## src/rtl/emb_deser.sv

```systemverilog
module emb_deser #(
  parameter int DW          = 10,
  parameter int GOOD_FRAMES = 4,
  parameter int BAD_FRAMES  = 2
) (
  input  logic          clk,
  input  logic          rst_n,
  input  logic          power_down,
  input  logic          ser_in,
  input  logic          rclk_inv,
  input  logic          out_en,
  output logic [DW-1:0] par_out,
  output logic          word_clk,
  output logic          lock_n,
  output logic          drive_en
);
  localparam int FW = DW + 2;
  localparam int PW = $clog2(FW);
  localparam int GW = $clog2(GOOD_FRAMES + 1);
  localparam int BW = $clog2(BAD_FRAMES + 1);

  logic [FW-1:0] sr;
  logic [PW-1:0] pos;
  logic          hold;
  logic [GW-1:0] good;
  logic [BW-1:0] bad;
  logic          locked;
  logic [DW-1:0] data_q;

  wire [FW-1:0] frm     = {ser_in, sr[FW-1:1]};
  wire          last    = (pos == PW'(FW - 1)) && !hold;
  wire          frm_ok  = frm[0] && !frm[FW-1];
  wire          rclk_raw = (pos >= PW'(FW / 2));

  always_ff @(posedge clk or negedge rst_n) begin
    if (!rst_n) begin
      sr <= '0; pos <= '0; hold <= 1'b0; good <= '0; bad <= '0;
      locked <= 1'b0; data_q <= '0;
    end else if (power_down) begin
      sr <= '0; pos <= '0; hold <= 1'b0; good <= '0; bad <= '0;
      locked <= 1'b0; data_q <= '0;
    end else begin
      sr <= frm;
      if (hold)      hold <= 1'b0;
      else if (last) pos  <= '0;
      else           pos  <= pos + 1'b1;
      if (last) begin
        if (frm_ok) begin
          bad <= '0;
          if (locked) begin
            data_q <= frm[DW:1];
          end else if (good == GW'(GOOD_FRAMES - 1)) begin
            locked <= 1'b1;
            good   <= '0;
            data_q <= frm[DW:1];
          end else begin
            good <= good + 1'b1;
          end
        end else if (locked && bad != BW'(BAD_FRAMES - 1)) begin
          bad <= bad + 1'b1;
        end else begin
          locked <= 1'b0;
          bad    <= '0;
          good   <= '0;
          hold   <= 1'b1;
        end
      end
    end
  end

  assign par_out  = out_en ? data_q : '0;
  assign word_clk = out_en & (rclk_raw ^ rclk_inv);
  assign lock_n   = !locked;
  assign drive_en = out_en;

  a_r1_pos_range: assert property (@(posedge clk) disable iff (!rst_n)
    pos < PW'(FW));

  a_r9_data_only_locked: assert property (@(posedge clk) disable iff (!rst_n)
    (!$stable(data_q) && !$past(power_down)) |-> locked);

  a_r3_lock_on_valid: assert property (@(posedge clk) disable iff (!rst_n)
    $rose(locked) |-> ($past(frm_ok) && $past(last)));

  a_r5_loss_on_invalid: assert property (@(posedge clk) disable iff (!rst_n)
    ($fell(locked) && !$past(power_down)) |-> (!$past(frm_ok) && $past(last) && $past(bad) != '0));

  a_r6_clk_edges: assert property (@(posedge clk) disable iff (!rst_n)
    !$stable(rclk_raw) |-> (pos == '0 || pos == PW'(FW / 2)));
endmodule

```

## config.mk

```make
export PLATFORM = sky130hd
export DESIGN_NAME = emb_deser
export DESIGN_NICKNAME = d
export VERILOG_FILES = /design/src/rtl/emb_deser.sv
export SDC_FILE = /design/constraint.sdc
export NUM_CORES = 1
export LEC_CHECK = 0
export BUFFER_PORTS_ARGS = -buffer_cell sky130_fd_sc_hd__buf_2
export CAP_MARGIN = 0
export CORE_ASPECT_RATIO = 0.9
export CORE_UTILIZATION = 55
export CTS_CLUSTER_SIZE = 16
export DETAILED_ROUTE_END_ITERATION = 16
export HOLD_SLACK_MARGIN = 0.15
export PLACE_DENSITY = 0.8
export SYNTH_ARGS = -nofsm -noshare
export SYNTH_HDL_FRONTEND = slang
export SYNTH_SLANG_ARGS = --single-unit
export TNS_END_PERCENT = 5
```

## constraint.sdc

```tcl
create_clock -name clk -period 3.9 [get_ports clk]
set_clock_uncertainty 0.15 [all_clocks]
set_input_delay 0.78 -clock clk [delete_from_list [all_inputs] [get_ports clk]]
set_output_delay 0.78 -clock clk [all_outputs]
set_load 0.01 [all_outputs]
```

======== Word-level counts from Yosys, hierarchy flattened ========
Index checks and enable logic that the tools add are counted.
cells by class
  $add $sub $neg .......................... 3
  order comparisons ....................... 1
  equal/unequal tests ..................... 6
  multiplexer cells ....................... 30
  bitwise logic cells ..................... 2
  reductions and logical operators ........ 12
operator list
  operator                                                                             count
  10-bit 2-to-1 mux                                                                    6
  3-bit 2-to-1 mux                                                                     6
  12-bit 2-to-1 mux                                                                    1
  4-bit 2-to-1 mux                                                                     3
  1-bit 2-to-1 mux                                                                     10
  2-bit 2-to-1 mux                                                                     4
  3-bit inequality test, second input constant                                         2
  3-bit AND reduction                                                                  2
  4-bit by 1-bit adder with 4-bit output, second input constant                        1
  4-bit equality test, second input constant                                           1
  4-bit by 3-bit greater-or-equal comparator with 1-bit output, second input constant  1
  2-bit nonzero test                                                                   2
  3-bit by 1-bit adder with 3-bit output, second input constant                        1
  3-bit by 2-bit equality test with 1-bit output, second input constant                1
  1-bit logical AND                                                                    3
  1-bit logical NOT                                                                    3
  3-bit nonzero test                                                                   1
  2-bit by 1-bit adder with 2-bit output, second input constant                        1
  2-bit by 1-bit inequality test with 1-bit output, second input constant              1
  2-bit inequality test, second input constant                                         1
  2-bit AND reduction                                                                  1
  1-bit bitwise AND                                                                    1
  1-bit XOR                                                                            1
word-level totals
  register bits after elaboration ......... 33
  input port bits ......................... 6
  output and inout port bits .............. 13
  word-level logic and storage cells ...... 61

======== Logic depth before layout (Yosys ltp) ========
Gate-level depths: netlist of the first run.
  word-level depth ........................ 6
  depth in mapped cells ................... 6
  gate-level depth less buffers ........... 6

======== Least setup slack after synthesis of the first run ========
OpenSTA, ideal clock, no wires.
  path kind ............................... in2out
  start point ............................. input port out_en
  end point ............................... output port par_out[0]
  arrival ................................. 1.142 ns
  setup slack ............................. 1.828 ns
  stages .................................. 2
  buffers on the path ..................... 1
  cell sequence ........................... clkbuf_1 -> and2_1
on the way
  word-level cells in the longest chain between the ends .. 1
RTL lines
  item               line  source
  start, declared    11    input logic out_en,
  10-bit 2-to-1 mux  71    assign par_out = out_en ? data_q : '0;
  end, declared      12    output logic [DW-1:0] par_out,
No other way between the ends.

======== Worst setup path in the final report of the first run ========
  start point ............................. register pos[0]
  end point ............................... output port word_clk
on the way
  word-level cells in the longest chain between the ends .. 3
RTL lines
  item                                                          line  source
  start, declared                                               23    logic [PW-1:0] pos;
  start signal, assigned                                        46    else pos <= pos + 1'b1;
  4-bit by 3-bit greater-or-equal comparator with 1-bit output  33    wire rclk_raw = (pos >= PW'(FW / 2));
  1-bit XOR                                                     72    assign word_clk = out_en & (rclk_raw ^ rclk_inv);
  1-bit bitwise AND                                             72
  end, declared                                                 13    output logic word_clk,
No other way between the ends.

==> results of run 1 <==
[per-layer routing]
metal | global-route usage | up-vias
li1 | - | 487
met4 | 0.0952 | 0
met5 | 0 | -
met2 | 0.293 | 16
met3 | 0.0519 | 5
met1 | 0.259 | 484
[layout make-up]
cell class              count  area share
multi-input cells          94       0.412
clock inverters             2     0.00590
well taps                  28      0.0206
clock buffers               6      0.0302
flip-flops and latches     32       0.472
inverters                   3     0.00663
repair buffers             18      0.0531
[registers in the layout, summed over array words and instances (netlist names)]
signal	flops
pos	4
hold	1
sr	11
good	3
data_q	10
bad	2
locked	1
[worst paths after layout]
| kind | end | slack, ns | cells past startpoint |
|---|---|---|---|
| max in group asynchronous | data_q[1] | 2.83 | 1 |
| min | data_q[4] | 0.33 | 1 |
| min in group clk | sr[2] | 0.37 | 1 |
| min reg2reg | sr[2] | 0.37 | 1 |
| max | word_clk | 1.37 | 6 |
| max reg2reg | data_q[0] | 1.98 | 4 |
[cell families (layout without fill, tap and decap cells)]
family                   count (synthesis)  after routing
adder cells (fa/ha/maj)                  4              4
flip-flops                              32             32
AO/OA/AOI/OAI                           15             15
AND/OR/NAND/NOR                         62             62
buffers and inverters                    9             29
multiplexers                            13             13
[metrics by stage]
step / util / area [um^2] / setup slack (ns) / total power [mW]
floorplan: - / 1550 / 1.83 / 0.364
global placement: 0.641 / 1640 / 1.64 / 0.376
detailed placement: 0.641 / 1640 / 1.63 / 0.378
CTS: 0.665 / 1700 / 1.35 / 0.575
global route: 0.665 / 1700 / 1.26 / 0.590
finish: 0.665 / 1700 / 1.37 / 0.568
[cells in the final DEF (no fill, tap or decap), types with 2 or more instances in the layout]
| master | netlist | final |
|---|---|---|
| dfrtp_1 | 32 | 32 |
| nor2b_1 | 23 | 23 |
| buf_2 | 1 | 18 |
| and2_1 | 11 | 11 |
| nor2_1 | 10 | 10 |
| mux2_4 | 9 | 9 |
| a21oi_1 | 5 | 5 |
| clkbuf_4 | 0 | 5 |
| nor3_1 | 4 | 4 |
| o21ai_0 | 4 | 4 |
| nand2_1 | 4 | 4 |
| ha_1 | 4 | 4 |
| inv_1 | 3 | 3 |
| o21a_1 | 3 | 3 |
| mux2_2 | 3 | 3 |
| and2b_1 | 2 | 2 |
| clkinv_2 | 0 | 2 |
[power by group through the flow]
stage | Combinational [mW] | Sequential, mW | Clock, mW
3_3_place_gp | 0.0301 | 0.346 | 0
3_5_place_dp | 0.0315 | 0.346 | 0
6_report | 0.0306 | 0.340 | 0.198
5_1_grt | 0.0351 | 0.340 | 0.214
4_1_cts | 0.0315 | 0.340 | 0.204
2_1_floorplan | 0.0185 | 0.345 | 0
==> impl_results.md, run 1 <==
* Status: complete, but fails checks
* Failing checks: DRC
* Simple-Gate Fraction of Synth Area at 0.236
* Port buffer count at 18
* RD Place Congestion at 0.693
* Inserted Clock Buffers at 5
* Share of cells above drive strength 1 at 0.258
* F_max at 395 MHz
* Die W at 57.9 um
* Clk buf depth at 2
* FF+latch area at 801 um^2
* DP HPWL at 1.68 mm
* Min-Delay Path Class: in -> async
* Vias per inst at 5.42
* Post-Synth Adder-Cell Area at 0.0324
* Yosys top cell by area: dfrtp_1
* Cell variety after synth at 30
* Flop pwr share at 0.598
* Mapped Avg Cell Area at 11.5 um^2
* Area growth from synthesis to layout at 9.79%
* Drt wl/cell at 14.1 um
* DIE AREA at 3030 um^2
* H-tree depth at 2
* Max_slew headroom at 0.544
* DRT Pass-1 Iters at 10
* Crit-path slowest cell: dfrtp_1
* Buf/Inv on CP at 2
* Seq cells post-synth at 32
* Area of the multi-input gates at 699 um^2
* Final Hold Fails at 0
* DR iter-0 viols at 24
* Hold WS at 0.331 ns
* Sw Pwr at 0.136 mW
* Xor-xnor portion of the synthesized cell area at 0
* CP endpoint kind: output pin
* Critical Path Source: pos[0]
* Antenna-violating nets left at 0
* Starting Density at 0.606
* Maxcap violations at 0
* Largest cells by area after synthesis: dfrtp_1, nor2b_1, mux2_4
* Overflow left after global routing at 0
* Slowest stage delay, CP at 0.43 ns
* CP Class: reg -> out
* Post-CTS Hold Buffers at 0
* Net Sw Frac at 0.240
* CTS Sinks at 32
* Arr. time, crit path at 1.60 ns
* Unrepaired setup endpoints after global routing: false
* Required @ worst endpoint at 2.97 ns
* CP delay by family, top: flip-flops
* Die height at 52.3 um
* Ys Warns at 0
* Final std cells w/o fill at 183
* Largest net degree at the start of global routing at 35
* Core area at 2550 um^2
* Static Leak at 0.870 nW
* Initial antenna violation count at 0
* Mapped cell area at 1550 um^2
* Crit start category: register
* CTS resizes at 0
* Post-Syn Nets at 145
* CTS tree: built
* Post-synthesis mux area share at 0.116
* Wire length on met3 at 70 um
* Nets at 164
* Syn Inst Count at 135
* Top-count cell post-synth: dfrtp_1
* Routed vias at 992
* Gr usage total at 0.194
* Combinational family with the most area after synthesis: simple AND/OR/NAND/NOR gates
* Start of the worst register-to-register path: good[0]
* Root buf cell: clkbuf_4
* TNS Setup at 0 ns
* Top Metal Used: met4
* Antenna cells at 0
* Setup Fix Bufs, Post-CTS at 0
* Reg clk slew, reported paths at 0.10 ns
* Post-synth top flop: dfrtp_1
* Crit path cell chain: inv_1 -> ha_1 -> o21a_1 -> nor3_1 -> and3b_1 -> buf_2
* Peak supply drop at 234 uV
* Crit path max fanout at 5
* Combinational power share at 0.054
* Most frequent cells after synthesis: dfrtp_1, nor2b_1, and2_1, nor2_1, mux2_4
* Clock Latency Late Sink at 0.33 ns
* I/O pins at 19
* DR WL met2 at 1.15 mm
* Post-synth top area share at 0.518
* Final critical-path required period at 2.53 ns
* Compound-Gate Fraction of Synth Area at 0.0680
* WL final at 2.58 mm
* # fillers at 192
* Worst-margin pin slew at 0.684 ns
* EDFF count, synth at 0
* Synth async-reset ratio at 1.00
* Sequential area share after synthesis at 0.518
* P_int at 0.432 mW
* Clock power frac at 0.348
* # rows at 17
* Final Max Slew Viols at 0
* M1 WL at 1.32 mm
* PD cells at 334 nW/um^2
* Period utilization at 0.650
* Cells after DPL at 175
* Post-route DRC at 2
* Final setup violating endpoints at 0
* Number of global-route vias before repair at 929
* First-pass GRT wire length at 4.24 mm
No activity file was read; power rests on OpenSTA's default activity.
==> inputs of run 2 (changes only) <==
==> constraint.sdc (replaced) <==
create_clock -name clk -period 2.5 [get_ports clk]
set_clock_uncertainty 0.15 [all_clocks]
set_input_delay 0.5 -clock clk [delete_from_list [all_inputs] [get_ports clk]]
set_output_delay 0.5 -clock clk [all_outputs]
set_load 0.01 [all_outputs]
==> run 2 against run 1 <==
Compared with the run above:
- the run still ends with DRC left
- combinational power increased by 64%
- clock-buffer cell count unchanged
- core utilization increased by 1.3 points
- cell count increased by 1.1%
- critical path depth unchanged
- die area unchanged
- global-route usage increased by 1.0 points
- via count increased by 2.0%
- critical path type unchanged
==> impl_results.md, run 2 (same netlist as run 1, synthesis figures left out) <==
* Post-route DRC at 2
* DIE AREA at 3030 um^2
* RD Place Congestion at 0.749
* DRT Pass-1 Iters at 10
* Share of cells above drive strength 1 at 0.255
* Clock power frac at 0.399
* Antenna cells at 0
* Required @ worst endpoint at 1.85 ns
* CTS Sinks at 32
* Static Leak at 0.883 nW
* Max_slew headroom at 0.546
* Die W at 57.9 um
* Failing checks: DRC
* CP Class: reg -> out
* Root buf cell: clkbuf_4
* First-pass GRT wire length at 4.38 mm
* Gr busiest metal: met2
* Place WS at 0.590 ns
* Worst-margin pin slew at 0.681 ns
* Crit path max fanout at 5
* Final std cells w/o fill at 185
* Die height at 52.3 um
* Nets at 166
* Number of global-route vias before repair at 1002
* Maxcap violations at 0
* Largest Register: sr
* # rows at 17
* Starting Density at 0.606
* Flop pwr share at 0.549
* Critical Path Source: pos[0]
* Sw Pwr at 0.214 mW
* Crit start category: register
* Vias per inst at 5.47
* Post-DP Area at 1640 um^2
* Post-route cell area at 1730 um^2
* Core area at 2550 um^2
* CP endpoint kind: output pin
* Start of the worst register-to-register path: good[0]
* Inserted Clock Buffers at 5
* Post-CTS Hold Buffers at 1
* Peak supply drop at 397 uV
* F_max at 442 MHz
* Worst Slack Setup Final at 0.240 ns
* DR iter-0 viols at 20
* Final Max Slew Viols at 0
* Clock Latency Late Sink at 0.33 ns
* Biggest regs: sr (11), data_q (10), pos (4)
* Final setup violating endpoints at 0
* PD cells at 558 nW/um^2
* Clk buf depth at 2
* Initial antenna violation count at 0
* Max FFs per register at 11
* I/O pins at 19
* Min-Delay Path Class: in -> reg
* Met3 usage at 0.0519
* Beginning of the worst hold path: ser_in
* Reg clk slew, reported paths at 0.09 ns
* Largest net degree at the start of global routing at 33
* Net Sw Frac at 0.222
* Routed vias at 1012
* Arr. time, crit path at 1.61 ns
* Final Hold Fails at 0
* Port buffer count at 18
* Gr usage total at 0.204
* CTS resizes at 0
* TNS Setup at 0 ns
* R2R Setup Slk at 0.58 ns
* Combinational power share at 0.052
* Final critical-path required period at 2.26 ns
* H-tree depth at 2
* DP HPWL at 1.77 mm
* Period utilization at 0.904
* Status: complete, but fails checks
* Unrepaired setup endpoints after global routing: false
* GR Layer Usage met1 at 0.254
* Final core area utilization at 0.678
* Setup Fix Bufs, Post-CTS at 0
* P_int at 0.751 mW
* Overflow left after global routing at 0
* Cells after DPL at 176
* Area growth from synthesis to layout at 11.9%
* Grt met2 use at 0.324
* Most common cell after layout, fill and taps aside: dfrtp_1
* Commonest cells after routing, fill and taps aside: dfrtp_1, nor2b_1, buf_2, and2_1, nor2_1
* WL final at 2.63 mm
* Antenna-violating nets left at 0
* CTS tree: built
* Drt wl/cell at 14.2 um
==> run 2: cell count changes in the layout (fill, tap and decap cells not counted), sizes merged <==
cell / delta
clkinv: -1
dlygate4sd3: +1
bufinv: +1
buf: +1
==> run 2: final timing paths <==
check | end | depth (start not counted)
setup reg to reg | data_q[0] | 4
setup / recovery | word_clk | 6
hold / removal | sr[11] | 2
hold reg to reg | good[2] | 1
max in group asynchronous | pos[1] | 2
min in group asynchronous | data_q[3] | 2
==> run 2: worst max-delay path, stage by stage, from the launching register on <==
cell,delay [ns]
dfrtp_1,0.42
inv_1,0.06
ha_1,0.19
o21a_1,0.17
nor3_1,0.13
and3b_1,0.19
buf_2,0.13
==> run 2: cell type report <==
| class | count | area, um^2 |
|---|---|---|
| Clock buffer | 6 | 41.3 |
| Clock inverter | 2 | 35.0 |
| Fill cell | 188 | 822 |
| Inverter | 3 | 11.3 |
| Multi-Input combinational cell | 94 | 699 |
| Sequential cell | 32 | 801 |
| Tap cell | 28 | 35.0 |
| Timing Repair Buffer | 20 | 108 |
==> run 2: per-stage QoR <==
| step | hold slack (ns) | power (mW) |
|---|---|---|
| finish | 0.310 | 0.965 |
| floorplan | 0.0544 | 0.567 |
| detailed placement | 0.340 | 0.590 |
| global route | 0.309 | 1.00 |
| CTS | 0.295 | 0.973 |
| global placement | 0.329 | 0.588 |
==> run 2: power groups by stage <==
stage          registers (mW)  clock network (mW)  logic (mW)
2_1_floorplan           0.539                   0      0.0288
3_3_place_gp            0.539                   0      0.0484
3_5_place_dp            0.540                   0      0.0503
4_1_cts                 0.530               0.391      0.0518
5_1_grt                 0.531               0.410      0.0586
6_report                0.530               0.385      0.0502
==> run 2: layer usage <==
layer  share of wire  up-vias
met5               0        -
met3           0.030        4
met2            0.49       16
met4           0.014        0
li1                -      488
met1            0.47      504
